<file path="config.mk">
export PLATFORM = sky130hd
export DESIGN_NAME = hostif_buffer
export DESIGN_NICKNAME = d
export VERILOG_FILES = /design/src/rtl/hostif_pkg.sv /design/src/rtl/hostif_strobe.sv /design/src/rtl/hostif_pins.sv /design/src/rtl/hostif_buffer.sv
export SDC_FILE = /design/constraint.sdc
export NUM_CORES = 1
export LEC_CHECK = 0
export ABC_AREA = 1
export BUFFER_PORTS_ARGS = -buffer_cell sky130_fd_sc_hd__buf_2
export CAP_MARGIN = 5
export CORE_ASPECT_RATIO = 1.2
export CORE_UTILIZATION = 57
export CTS_CLUSTER_SIZE = 12
export DETAILED_ROUTE_END_ITERATION = 16
export GPL_TIMING_DRIVEN = 0
export PLACE_DENSITY_LB_ADDON = 0.2
export REMOVE_ABC_BUFFERS = 1
export SLEW_MARGIN = 20
export SYNTH_ARGS = -nofsm -noshare
export SYNTH_HDL_FRONTEND = slang
export SYNTH_HIERARCHICAL = 1
export SYNTH_SLANG_ARGS = --single-unit
</file>
<file path="constraint.sdc">
create_clock -name clk -period 3.5 [get_ports clk]
set_clock_uncertainty 0.1 [all_clocks]
set_input_delay 0 -clock clk [delete_from_list [all_inputs] [get_ports clk]]
set_output_delay 0 -clock clk [all_outputs]
set_load 0.02 [all_outputs]
</file>
<file path="src/rtl/hostif_pkg.sv">
package hostif_pkg;
    localparam int unsigned BYTE_W  = 8;
    localparam int unsigned NIB_W   = BYTE_W / 2;
    localparam int unsigned DRQ_BIT = 2;

    typedef struct packed {
        logic              obf;
        logic              ibf;
        logic              f0;
        logic              f1;
        logic [NIB_W-1:0]  usr;
        logic [BYTE_W-1:0] out_reg;
        logic [BYTE_W-1:0] in_reg;
        logic              pend_ld;
        logic [BYTE_W-1:0] pend_data;
        logic              pend_rdin;
        logic              pend_sts;
        logic [NIB_W-1:0]  pend_usr;
        logic              pend_f0;
        logic              pend_f0v;
        logic              flag_mode;
        logic              dma_mode;
        logic              drq;
        logic [NIB_W-1:0]  port_lat;
    } hif_state_t;
endpackage

</file>
<file path="src/rtl/hostif_strobe.sv">
module hostif_strobe
    import hostif_pkg::*;
(
    input  logic              clk,
    input  logic              rst_n,
    input  logic              cs_n,
    input  logic              rd_n,
    input  logic              wr_n,
    input  logic              a0,
    input  logic [BYTE_W-1:0] din,
    input  logic              dack_act,
    output logic              sel_now,
    output logic              a0_eff,
    output logic              status_rd,
    output logic              rd_end,
    output logic              wr_end,
    output logic              cap_sel,
    output logic              cap_a0,
    output logic [BYTE_W-1:0] cap_data
);
    logic rd_low_q, wr_low_q;

    assign sel_now   = ~cs_n | dack_act;
    assign a0_eff    = a0 & ~dack_act;
    assign status_rd = ~rd_n & ~cs_n & a0 & ~dack_act;
    assign rd_end    = rd_low_q & rd_n;
    assign wr_end    = wr_low_q & wr_n;

    always_ff @(posedge clk or negedge rst_n) begin
        if (!rst_n) begin
            rd_low_q <= 1'b0;
            wr_low_q <= 1'b0;
            cap_sel  <= 1'b0;
            cap_a0   <= 1'b0;
            cap_data <= '0;
        end else begin
            rd_low_q <= ~rd_n;
            wr_low_q <= ~wr_n;
            if (~rd_n | ~wr_n) begin
                cap_sel  <= sel_now;
                cap_a0   <= a0_eff;
                cap_data <= din;
            end
        end
    end
endmodule

</file>
<file path="src/rtl/hostif_pins.sv">
module hostif_pins
    import hostif_pkg::*;
(
    input  logic             flag_mode,
    input  logic             dma_mode,
    input  logic             obf,
    input  logic             ibf,
    input  logic             drq,
    input  logic [NIB_W-1:0] port_lat,
    output logic             p24,
    output logic             p25,
    output logic             p26,
    output logic             p27,
    output logic             p27_oe
);
    always_comb begin
        p24    = flag_mode ? (port_lat[0] & obf)  : port_lat[0];
        p25    = flag_mode ? (port_lat[1] & ~ibf) : port_lat[1];
        p26    = dma_mode  ? drq                  : port_lat[2];
        p27    = port_lat[3];
        p27_oe = ~dma_mode;
    end
endmodule

</file>
<file path="src/rtl/hostif_buffer.sv">
module hostif_buffer
    import hostif_pkg::*;
(
    input  logic              clk,
    input  logic              rst_n,
    input  logic              host_cs_n,
    input  logic              host_rd_n,
    input  logic              host_wr_n,
    input  logic              host_a0,
    input  logic [BYTE_W-1:0] host_din,
    output logic [BYTE_W-1:0] host_dout,
    output logic              host_doe,
    input  logic              int_load_out,
    input  logic [BYTE_W-1:0] int_out_data,
    input  logic              int_read_in,
    output logic [BYTE_W-1:0] int_in_data,
    input  logic              int_sts_we,
    input  logic [NIB_W-1:0]  int_acc_hi,
    input  logic              int_f0_we,
    input  logic              int_f0_val,
    input  logic              int_flags_en,
    input  logic              int_dma_en,
    input  logic              int_port_we,
    input  logic [NIB_W-1:0]  int_port_data,
    output logic [BYTE_W-1:0] int_status,
    input  logic              dma_dack_n,
    output logic              pin_p24,
    output logic              pin_p25,
    output logic              pin_p26,
    output logic              pin_p27,
    output logic              pin_p27_oe
);
    hif_state_t st_q, st_d;

    logic              dack_act, sel_now, a0_eff, status_rd;
    logic              rd_end, wr_end, cap_sel, cap_a0;
    logic [BYTE_W-1:0] cap_data;

    assign dack_act = st_q.dma_mode & ~dma_dack_n;

    hostif_strobe u_strobe (
        .clk       (clk),
        .rst_n     (rst_n),
        .cs_n      (host_cs_n),
        .rd_n      (host_rd_n),
        .wr_n      (host_wr_n),
        .a0        (host_a0),
        .din       (host_din),
        .dack_act  (dack_act),
        .sel_now   (sel_now),
        .a0_eff    (a0_eff),
        .status_rd (status_rd),
        .rd_end    (rd_end),
        .wr_end    (wr_end),
        .cap_sel   (cap_sel),
        .cap_a0    (cap_a0),
        .cap_data  (cap_data)
    );

    assign int_status  = {st_q.usr, st_q.f1, st_q.f0, st_q.ibf, st_q.obf};
    assign int_in_data = st_q.in_reg;
    assign host_doe    = ~host_rd_n & sel_now;
    assign host_dout   = a0_eff ? int_status : st_q.out_reg;

    always_comb begin
        st_d = st_q;
        // host data read completes: outbound byte consumed
        if (rd_end && cap_sel && !cap_a0) st_d.obf = 1'b0;
        if (status_rd) begin
            if (int_load_out) begin
                st_d.pend_ld   = 1'b1;
                st_d.pend_data = int_out_data;
            end
            if (int_read_in) st_d.pend_rdin = 1'b1;
            if (int_sts_we) begin
                st_d.pend_sts = 1'b1;
                st_d.pend_usr = int_acc_hi;
            end
            if (int_f0_we) begin
                st_d.pend_f0  = 1'b1;
                st_d.pend_f0v = int_f0_val;
            end
        end else begin
            st_d.pend_ld   = 1'b0;
            st_d.pend_rdin = 1'b0;
            st_d.pend_sts  = 1'b0;
            st_d.pend_f0   = 1'b0;
            if (int_read_in || st_q.pend_rdin) st_d.ibf = 1'b0;
            if (int_load_out || st_q.pend_ld) begin
                st_d.out_reg = int_load_out ? int_out_data : st_q.pend_data;
                st_d.obf     = 1'b1;
            end
            if (int_sts_we || st_q.pend_sts)
                st_d.usr = int_sts_we ? int_acc_hi : st_q.pend_usr;
            if (int_f0_we || st_q.pend_f0)
                st_d.f0 = int_f0_we ? int_f0_val : st_q.pend_f0v;
        end
        // host write completes: set after any internal clear
        if (wr_end && cap_sel) begin
            st_d.in_reg = cap_data;
            st_d.f1     = cap_a0;
            st_d.ibf    = 1'b1;
        end
        if (int_port_we) begin
            st_d.port_lat = int_port_data;
            if (st_q.dma_mode && int_port_data[DRQ_BIT]) st_d.drq = 1'b1;
        end
        if (int_dma_en) begin
            st_d.dma_mode = 1'b1;
            st_d.drq      = 1'b0;
        end
        if (dack_act && (!host_rd_n || !host_wr_n)) st_d.drq = 1'b0;
        if (int_flags_en) st_d.flag_mode = 1'b1;
    end

    always_ff @(posedge clk or negedge rst_n) begin
        if (!rst_n) begin
            st_q          <= '0;
            st_q.port_lat <= '1;
        end else begin
            st_q <= st_d;
        end
    end

    hostif_pins u_pins (
        .flag_mode (st_q.flag_mode),
        .dma_mode  (st_q.dma_mode),
        .obf       (st_q.obf),
        .ibf       (st_q.ibf),
        .drq       (st_q.drq),
        .port_lat  (st_q.port_lat),
        .p24       (pin_p24),
        .p25       (pin_p25),
        .p26       (pin_p26),
        .p27       (pin_p27),
        .p27_oe    (pin_p27_oe)
    );
endmodule

</file>
# After elaboration in Yosys (flattened, before gate mapping)
# Cells that the tools add are included.
dict set report word_totals {
  input_bits 39
  out_inout_bits 30
  ff_bits 60
  elab_cells 96
}
dict set report op_classes {
  n_reduce_logical 24
  mux 24
  bitwise 20
  n_eq_ne 5
}
# op n
set op_table {}
lappend op_table {{two-way mux 8 bit} 2}
lappend op_table {{AND reduction 2 bit} 8}
lappend op_table {{two-way mux 1 bit} 15}
lappend op_table {{bitwise AND 1 bit} 10}
lappend op_table {{two-way mux 5 bit} 2}
lappend op_table {{two-way mux 9 bit} 1}
lappend op_table {{inequality test 2 bit, second input constant} 4}
lappend op_table {{NOT 1 bit} 8}
lappend op_table {{nonzero test 3 bit} 2}
lappend op_table {{logical AND 1 bit} 5}
lappend op_table {{logical OR 1 bit} 5}
lappend op_table {{two-way mux 2 bit} 2}
lappend op_table {{two-way mux 4 bit} 1}
lappend op_table {{logical NOT 1 bit} 3}
lappend op_table {{two-way mux 3 bit} 1}
lappend op_table {{inequality test 2 x 1 -> 1 bit, second input constant} 1}
lappend op_table {{OR 1 bit} 2}
lappend op_table {{nonzero test 2 bit} 1}

# Longest topological paths before layout
# Gate-level depths: netlist of the first run.
dict set report depth {
  depth_word 7
  depth_mapped 8
  depth_no_buf 7
}

# By module
# Netlist of the first run, hierarchy kept.
# mod cells_per_inst area_per_inst_um2 instances seq_area_each_um2
set modules_own_cells {}
lappend modules_own_cells {hostif_buffer 295 2308.5 1 1206.2}
lappend modules_own_cells {hostif_strobe 58 506.7 1 300.3}
lappend modules_own_cells {hostif_pins 10 46.3 1 0.0}

# Worst setup path after synthesis of the first run
# OpenSTA, ideal clock, no wires.
dict set report synth_timing {
  path_kind {reg-to-output}
  startpoint {register st_q[5] in the netlist's numbering}
  endpoint {output port host_dout[1]}
  path_stages_with_launch 7
  t_required_ps 3400
  path_buffers 1
  arrival_time_ps 1292
  path_slack_ps 2108
  cell_sequence {dfrtp_1 > inv_1 > nor2_1 > nor2_1 > buf_2 > nand2_1 > o21ai_1}
}
dict set report synth_between {
  elab_chain_cells 4
}
# item line
set synth_lines {}
lappend synth_lines {{start, declared} hostif_buffer.sv:33} ;# hif_state_t st_q, st_d;
lappend synth_lines {{start signal, assigned} hostif_buffer.sv:121} ;# st_q <= st_d;
lappend synth_lines {{bitwise AND 1 bit} hostif_buffer.sv:39} ;# assign dack_act = st_q.dma_mode & ~dma_dack_n;
lappend synth_lines {{named net dack_act} hostif_buffer.sv:35} ;# logic dack_act, sel_now, a0_eff, status_rd;
lappend synth_lines {{NOT 1 bit} hostif_strobe.sv:24} ;# assign a0_eff = a0 & ~dack_act;
lappend synth_lines {{bitwise AND 1 bit} hostif_strobe.sv:24}
lappend synth_lines {{named net a0_eff} hostif_buffer.sv:35}
lappend synth_lines {{two-way mux 8 bit} hostif_buffer.sv:63} ;# assign host_dout = a0_eff ? int_status : st_q.out_reg;
lappend synth_lines {{end, declared} hostif_buffer.sv:11} ;# output logic [BYTE_W-1:0] host_dout,
# The timed path passes the listed nets, and every way through them passes these cells.

# Worst setup path after layout of the first run
dict set report layout_timing {
  startpoint {register st_q[5] in the netlist's numbering}
  endpoint {register st_q[7] in the netlist's numbering}
}
dict set report layout_between {
  elab_chain_cells 4
}
# item line
set layout_lines {}
lappend layout_lines {{bitwise AND 1 bit} hostif_buffer.sv:39}
lappend layout_lines {{named net dack_act} hostif_buffer.sv:35}
lappend layout_lines {{NOT 1 bit} hostif_strobe.sv:25} ;# assign status_rd = ~rd_n & ~cs_n & a0 & ~dack_act;
lappend layout_lines {{bitwise AND 1 bit} hostif_strobe.sv:25}
lappend layout_lines {{AND reduction 2 bit (no line)} --}
# The timed path passes the listed nets, and every way through them passes these cells.
# A chain may end at the register's enable or synchronous reset.

==> results of run 1 <==
==> through the flow <==
step | area, um2 | worst slack, ns | cells | hold slack [ns]
3_3_place_gp | 3040 | 0.919 | 460 | 0.0864
5_1_grt | 3980 | 0.778 | 546 | 0.130
4_1_cts | 3980 | 1.03 | 546 | 0.0644
3_5_place_dp | 3060 | 1.68 | 461 | 0.00950
6_report | 3980 | 0.910 | 546 | 0.0811
2_1_floorplan | 2630 | 1.55 | 334 | -0.396
==> registers in the layout, indices dropped and copies added (netlist names) <==
signal	count
u_strobe/cap_sel	1
u_strobe/wr_low_q	1
st_q	32
u_strobe/cap_a0	1
int_in_data	8
u_strobe/rd_low_q	1
u_strobe/cap_data	8
int_status	8
==> path summary, 6_finish.rpt <==
path,end,start,depth (start not counted),slack (ns)
hold reg to reg,st_q[21],st_q[21],2,0.38
max in group asynchronous,u_strobe/cap_data[3],rst_n,2,2.66
min in group asynchronous,st_q[7],rst_n,2,0.16
hold / removal,st_q[38],int_load_out,5,0.08
setup reg to reg,st_q[7],st_q[5],7,0.91
setup / recovery,st_q[7],st_q[5],7,0.91
==> per-layer routing <==
metal | global-route usage, % | up-vias | routed length, um
met3 | 7.71 | 28 | 452
met2 | 58.8 | 127 | 4210
li1 | - | 1334 | -
met4 | 15.1 | 0 | 234
met5 | 0 | - | 0
met1 | 37.6 | 1372 | 2940
==> critical path: stages, from the launching register on <==
cell                            delay, ns
sky130_fd_sc_hd__dfrtp_1             0.44
sky130_fd_sc_hd__inv_1               0.11
sky130_fd_sc_hd__nor2_1              0.08
sky130_fd_sc_hd__nor2_2              0.46
sky130_fd_sc_hd__nand3_1             0.14
sky130_fd_sc_hd__dlygate4sd3_1       0.59
sky130_fd_sc_hd__nand2_1             0.06
sky130_fd_sc_hd__dlygate4sd3_1       0.54
==> logic make-up after synthesis <==
kind of cell,synth area share [%]
simple gates,31.3
flops,52.6
buf+inv,12.2
compound gates,3.80
==> cell type report <==
| class | instances | area (um2) |
|---|---|---|
| Clock buffer | 12 | 165 |
| Clock inverter | 4 | 70.1 |
| Fill cell | 266 | 713 |
| Inverter | 31 | 116 |
| Multi-Input combinational cell | 243 | 1010 |
| Sequential cell | 60 | 1510 |
| Tap cell | 58 | 72.6 |
| Timing Repair Buffer | 138 | 1040 |
==> cells in the final DEF, fill, tap and decap left out, types with 2 or more instances in the layout <==
master                          Yosys  final
sky130_fd_sc_hd__dfstp_2            4      4
sky130_fd_sc_hd__bufinv_16          0      2
sky130_fd_sc_hd__inv_1             26     26
sky130_fd_sc_hd__nor2_1            16     15
sky130_fd_sc_hd__dfrtp_1           56     56
sky130_fd_sc_hd__buf_2              5     67
sky130_fd_sc_hd__clkinv_2           0      2
sky130_fd_sc_hd__dlygate4sd3_1      0     69
sky130_fd_sc_hd__nor2_2             1      2
sky130_fd_sc_hd__nand2_2            2      2
sky130_fd_sc_hd__o21ai_1           16     16
sky130_fd_sc_hd__nand3_1           36     36
sky130_fd_sc_hd__inv_2              4      4
sky130_fd_sc_hd__nand2_1          168    168
sky130_fd_sc_hd__clkbuf_8           1     12
==> timing repair <==
item,4_1_cts,5_1_grt
hold buffers,69,0
endpoints found under the hold margin,105,0
endpoints found under the setup margin,0,0
==> report_power, final <==
part / internal [mW] / switching [mW]
logic: 0.160 / 0.229
registers: 0.786 / 0.0583
clock network: 0.457 / 0.280
==> impl_metrics.prom, run 1 <==
# TYPE chip_impl_metric gauge
chip_impl_info{name="element_type_at_the_critical_path_end",value="flop"} 1
chip_impl_info{name="hold_path_class",value="in2reg"} 1
chip_impl_metric{name="worstPathMaxFanout",unit=""} 11
chip_impl_metric{name="grt_usage",unit="%"} 33.4
chip_impl_metric{name="cts.htree.levels",unit=""} 3
chip_impl_metric{name="post_synth.cell_area_avg",unit="um2"} 7.88
chip_impl_metric{name="drt-initial-drc-count",unit=""} 191
chip_impl_info{name="result_of_the_run",value="complete, no violations"} 1
chip_impl_metric{name="design.final.nets",unit=""} 522
chip_impl_metric{name="area_growth",unit="%"} 39.2
chip_impl_metric{name="finalSetupViolations",unit=""} 0
chip_impl_metric{name="clock_latency_late_sink",unit="ns"} 0.35
chip_impl_info{name="critPathKind",value="reg2reg"} 1
chip_impl_metric{name="detail_route.drc_violations",unit=""} 0
chip_impl_metric{name="port_buffers",unit=""} 68
chip_impl_metric{name="row_count",unit=""} 27
chip_impl_metric{name="io-pin-count",unit=""} 69
chip_impl_metric{name="vdd.ir_drop.worst",unit="mV"} 0.335
chip_impl_metric{name="drt_pre_antenna_iters",unit=""} 5
chip_impl_metric{name="dieHeight",unit="um"} 79.6
chip_impl_metric{name="worstPathArrival",unit="ns"} 2.77
chip_impl_metric{name="power.total",unit="mW"} 1.97
chip_impl_metric{name="vias_per_cell",unit=""} 5.24
chip_impl_metric{name="routed-via-count",unit=""} 2861
chip_impl_info{name="cts_tree",value="done"} 1
chip_impl_metric{name="finalCriticalPeriod",unit="ns"} 2.59
chip_impl_info{name="post-synth-top-area-cell",value="sky130_fd_sc_hd__dfrtp_1"} 1
chip_impl_info{name="crit_path_start_kind",value="flop"} 1
chip_impl_metric{name="wirelength",unit="um"} 7840
chip_impl_info{name="synth_ff_type",value="sky130_fd_sc_hd__dfrtp_1"} 1
chip_impl_metric{name="overflow",unit=""} 0
chip_impl_metric{name="die_area",unit="um2"} 5310
chip_impl_metric{name="post-cts-setup-buffer-count",unit=""} 0
chip_impl_metric{name="ys.warnings.count",unit=""} 6
chip_impl_metric{name="cts.sinks",unit=""} 60
chip_impl_metric{name="path_clk_slew",unit="ns"} 0.07
chip_impl_metric{name="synth.distinct_cells",unit=""} 19
chip_impl_metric{name="period_share",unit="%"} 74.0
chip_impl_metric{name="synthesis.area",unit="um2"} 2860
chip_impl_metric{name="route.detailed.wl_per_inst",unit="um"} 14.4
chip_impl_metric{name="yosys.area.top_type_share",unit="%"} 49.0
chip_impl_metric{name="post_route_cells_drive_above_1_share",unit="%"} 20.1
chip_impl_metric{name="coreArea",unit="um2"} 4700
chip_impl_metric{name="floorplan.initialDensity",unit="%"} 60.9
chip_impl_metric{name="wire_length_of_the_first_global_routing_pass",unit="um"} 13000
chip_impl_metric{name="max_clock_freq",unit="MHz"} 386
chip_impl_metric{name="numCtsBuffers",unit=""} 9
chip_impl_metric{name="drv_cap",unit=""} 0
chip_impl_metric{name="globalplace.congestion",unit=""} 0.755
chip_impl_metric{name="diodes",unit=""} 0
chip_impl_metric{name="max_slew_margin",unit="%"} 34.1
chip_impl_metric{name="die_w",unit="um"} 66.7
chip_impl_metric{name="power_leakage",unit="nW"} 2.18
chip_impl_metric{name="yosysSeqAreaShare",unit="%"} 52.6
chip_impl_metric{name="postSynth.asyncResetShare",unit="%"} 100
chip_impl_metric{name="setup_total_negative_slack",unit="ns"} 0
chip_impl_metric{name="number_of_enable_flip_flop_cells_after_synthesis",unit=""} 0
chip_impl_info{name="grt_setup_unrepaired",value="no"} 1
chip_impl_metric{name="grt_start_max_net_pins",unit=""} 61
chip_impl_info{name="ys_top_cells_by_count",value="sky130_fd_sc_hd__nand2_1 (168), sky130_fd_sc_hd__dfrtp_1 (56), sky130_fd_sc_hd__nand3_1 (36)"} 1
chip_impl_metric{name="worstPathRequired",unit="ns"} 3.68
chip_impl_metric{name="slew_viol_final",unit=""} 0
chip_impl_metric{name="post_cts.resized_instances",unit=""} 0
chip_impl_metric{name="tightest_slew",unit="ns"} 0.985
chip_impl_metric{name="postLayoutCoreUtil",unit="%"} 84.8
chip_impl_info{name="synth_area_leaders",value="sky130_fd_sc_hd__dfrtp_1 (49%), sky130_fd_sc_hd__nand2_1 (22%), sky130_fd_sc_hd__nand3_1 (6.3%)"} 1
chip_impl_metric{name="clock_tree.buffer_depth",unit=""} 2
chip_impl_info{name="post-synth-top-count-cell",value="sky130_fd_sc_hd__nand2_1"} 1
chip_impl_metric{name="pwr_density_cell",unit="nW/um2"} 495
chip_impl_metric{name="final-hold-violation-count",unit=""} 0
chip_impl_metric{name="antenna_found_initial",unit=""} 0
chip_impl_metric{name="seq_cells_post_synth",unit=""} 60
chip_impl_metric{name="drt.antenna.violating_nets",unit=""} 0
chip_impl_metric{name="first_global_vias",unit=""} 2847
chip_impl_metric{name="post_dp_hpwl",unit="um"} 3890
chip_impl_metric{name="postSynthCellCount",unit=""} 363
chip_impl_info{name="clock_tree.root_cell",value="sky130_fd_sc_hd__clkbuf_8"} 1
Note: power is estimated with default switching activity, not from simulation.
==> run 2, diff against run 1 <==
CORE_UTILIZATION = 48   (was 57)
clock period = 2.2 ns   (was 3.5 ns; I/O delays follow)
==> run 2 against run 1 <==
Against the previous run: clock power rose by 31%; global-route usage decreased by 11 points; cell count increased by 3.3%; core utilization decreased by 16 points; critical path depth increased by 2; design area decreased by 1.3%; first-iteration DRC count fell by 21%; non-clock buffer count decreased by 4; worst setup slack lost 0.73 ns; clock-buffer cell count up 2; register-to-register slack got worse by 0.70 ns; sequential power is 58% higher.
==> impl_metrics.prom, run 2 (synthesis results as in run 1) <==
# TYPE chip_impl_metric gauge
chip_impl_metric{name="worstPathArrival",unit="ns"} 2.19
chip_impl_metric{name="postLayoutCoreUtil",unit="%"} 68.9
chip_impl_info{name="timing.hold.worst_endpoint",value="st_q[19]"} 1
chip_impl_metric{name="power.sequential.fraction",unit="%"} 46.2
chip_impl_metric{name="setup_total_negative_slack",unit="ns"} 0
chip_impl_info{name="cts_tree",value="done"} 1
chip_impl_metric{name="critPathMaxStageDelay",unit="ns"} 0.58
chip_impl_metric{name="drt.antenna.violating_nets",unit=""} 0
chip_impl_info{name="most_common_cell_after_layout_fill_and_taps_aside",value="sky130_fd_sc_hd__nand2_1"} 1
chip_impl_metric{name="cell_count_final_fillers_out",unit=""} 564
chip_impl_metric{name="drv_cap",unit=""} 0
chip_impl_metric{name="post_route_cells_drive_above_1_share",unit="%"} 19.6
chip_impl_metric{name="wire_length_of_the_first_global_routing_pass",unit="um"} 10900
chip_impl_metric{name="slew_viol_final",unit=""} 0
chip_impl_metric{name="multi_input_area",unit="um2"} 1010
chip_impl_metric{name="cts.sinks",unit=""} 60
chip_impl_metric{name="vdd.ir_drop.worst",unit="mV"} 0.445
chip_impl_metric{name="finalCriticalPeriod",unit="ns"} 2.02
chip_impl_metric{name="vias_per_cell",unit=""} 4.59
chip_impl_metric{name="routed-via-count",unit=""} 2588
chip_impl_info{name="grt_setup_unrepaired",value="no"} 1
chip_impl_metric{name="pwr_density_cell",unit="nW/um2"} 735
chip_impl_info{name="clock_tree.root_cell",value="sky130_fd_sc_hd__clkbuf_8"} 1
chip_impl_metric{name="design.final.nets",unit=""} 518
chip_impl_metric{name="clockPowerShare",unit="%"} 33.3
chip_impl_metric{name="max_clock_freq",unit="MHz"} 494
chip_impl_metric{name="cellInternalPower",unit="mW"} 2.06
chip_impl_metric{name="port_buffers",unit=""} 68
chip_impl_metric{name="globalplace.congestion",unit=""} 0.712
chip_impl_metric{name="bufs_and_invs_on_worst_path",unit=""} 4
chip_impl_metric{name="io-pin-count",unit=""} 69
chip_impl_info{name="critPathKind",value="in2reg"} 1
chip_impl_metric{name="power_leakage",unit="nW"} 2.14
chip_impl_metric{name="post-cts-setup-buffer-count",unit=""} 0
chip_impl_metric{name="drt_pre_antenna_iters",unit=""} 4
chip_impl_metric{name="dieHeight",unit="um"} 86.6
chip_impl_metric{name="fin_ws",unit="ns"} 0.176
chip_impl_metric{name="max_slew_margin",unit="%"} 50.2
chip_impl_metric{name="worstPathRequired",unit="ns"} 2.37
chip_impl_info{name="crit_path_start_kind",value="primary input"} 1
chip_impl_metric{name="diodes",unit=""} 0
chip_impl_metric{name="max_ffs_per_register",unit=""} 32
chip_impl_info{name="r2r_end",value="st_q[17]"} 1
chip_impl_info{name="result_of_the_run",value="complete, no violations"} 1
chip_impl_metric{name="first_global_vias",unit=""} 2583
chip_impl_metric{name="power_frac_comb",unit="%"} 20.4
chip_impl_metric{name="coreArea",unit="um2"} 5710
chip_impl_metric{name="floorplan.initialDensity",unit="%"} 50.2
chip_impl_metric{name="hold-path-cell-count",unit=""} 3
chip_impl_metric{name="cts.htree.levels",unit=""} 3
chip_impl_metric{name="grt_usage",unit="%"} 22.4
chip_impl_metric{name="overflow",unit=""} 0
chip_impl_metric{name="route.detailed.wl_per_inst",unit="um"} 11.2
chip_impl_info{name="largest_register",value="st_q"} 1
chip_impl_metric{name="detail_route.drc_violations",unit=""} 0
chip_impl_info{name="timing.critical_path.max_delay_family",value="buffers and inverters"} 1
chip_impl_metric{name="netSwitchingFraction",unit="%"} 28.8
chip_impl_metric{name="path_clk_slew",unit="ns"} 0.06
chip_impl_metric{name="wirelength",unit="um"} 6310
chip_impl_metric{name="worstPathMaxFanout",unit=""} 16
chip_impl_info{name="layout_common_cells",value="sky130_fd_sc_hd__nand2_1 (168), sky130_fd_sc_hd__buf_2 (67), sky130_fd_sc_hd__dlygate4sd3_1 (65)"} 1
chip_impl_metric{name="fillCellCount",unit=""} 517
chip_impl_metric{name="post_dp_hpwl",unit="um"} 3890
chip_impl_metric{name="clock_latency_late_sink",unit="ns"} 0.33
chip_impl_metric{name="period_share",unit="%"} 92.0
chip_impl_metric{name="r2r.worst_path.cells",unit=""} 7
chip_impl_metric{name="die_area",unit="um2"} 6280
chip_impl_metric{name="drt-initial-drc-count",unit=""} 151
chip_impl_metric{name="place_ws",unit="ns"} 0.382
chip_impl_info{name="hold_path_class",value="in2reg"} 1
chip_impl_info{name="r2r_start",value="st_q[5]"} 1
chip_impl_metric{name="placedCellCount",unit=""} 483
chip_impl_metric{name="r2r_slack",unit="ns"} 0.21
chip_impl_metric{name="grt_start_max_net_pins",unit=""} 61
chip_impl_metric{name="finalSetupViolations",unit=""} 0
chip_impl_metric{name="power.total",unit="mW"} 2.89
chip_impl_metric{name="numCtsBuffers",unit=""} 9
chip_impl_metric{name="row_count",unit=""} 30
chip_impl_info{name="worst_hold_startpoint",value="int_load_out"} 1
chip_impl_metric{name="clock_tree.buffer_depth",unit=""} 2
chip_impl_info{name="chain_of_cells_forming_the_critical_path",value="dlygate4sd3_1 > buf_2 > nor2_1 > nand2_1 > nor2_4 > buf_6 > nand3_1 > dlygate4sd3_1 > nand2_1"} 1
chip_impl_info{name="element_type_at_the_critical_path_end",value="flop"} 1
chip_impl_metric{name="switching_power_summed_over_all_nets",unit="mW"} 0.832
chip_impl_metric{name="tightest_slew",unit="ns"} 0.747
chip_impl_metric{name="die_w",unit="um"} 72.5
chip_impl_info{name="crit_path_top_delay_cell",value="sky130_fd_sc_hd__dlygate4sd3_1"} 1
chip_impl_metric{name="final-hold-violation-count",unit=""} 0
chip_impl_metric{name="layout.area.seq",unit="um2"} 1510
chip_impl_metric{name="antenna_found_initial",unit=""} 0
chip_impl_metric{name="area_growth",unit="%"} 37.3
-- run 2: area by class of cell --
class / instances / area share (%)
inverters: 31 / 2.96
clock inverters: 2 / 0.891
repair buffers: 134 / 25.6
well taps: 80 / 2.55
clock buffers: 14 / 3.88
multi-input cells: 243 / 25.8
flip-flops and latches: 60 / 38.3
-- run 2: worst max path at each step --
stage / cells past startpoint / to / slack, ns / from
finish: 9 / st_q[17] / 0.18 / host_rd_n
floorplan: 7 / int_status[4] / 0.25 / st_q[5]
detailed placement: 6 / host_dout[0] / 0.38 / st_q[5]
global placement: 7 / int_status[5] / -0.48 / st_q[5]
CTS: 6 / host_dout[0] / 0.01 / st_q[5]
global route: 9 / st_q[18] / 0.07 / host_rd_n
-- run 2: worst reg2reg max path, delay by kind of cell, from the launching register on --
kind	cells	cell delay [ns]
flops	1	0.41
simple gates	4	0.53
buf+inv	3	0.87
-- run 2: what timing repair did --
item,CTS,global route
hold buffers,65,0
gates resized for setup,0,2
endpoints found under the hold margin,105,0
setup endpoints to repair,0,13
-- run 2: power by group through the flow --
| stage | logic (mW) | clock network, mW | registers (mW) |
|---|---|---|---|
| finish | 0.590 | 0.963 | 1.33 |
| global route | 0.667 | 1.03 | 1.35 |
| CTS | 0.592 | 0.979 | 1.34 |
| detailed placement | 0.502 | 0 | 1.35 |
| global placement | 0.487 | 0 | 1.35 |
| floorplan | 0.241 | 0 | 1.40 |
-- run 2: layer usage --
metal / part of all wire [%] / GRT usage (%) / wire, um / up-vias
li1: - / - / - / 1330
met1: 44 / 26.8 / 2800 / 1191
met2: 50 / 39.4 / 3180 / 57
met3: 3.6 / 4.07 / 228 / 10
met4: 1.6 / 9.63 / 99 / 0
met5: 0 / 0 / 0 / -
-- run 2: metrics by stage --
step	hold slack (ns)	area [um2]
5_1_grt	0.0280	3930
4_1_cts	0.000613	3920
3_5_place_dp	0.0167	3080
3_3_place_gp	0.0890	3070
2_1_floorplan	-0.396	2630
6_report	0.0159	3930
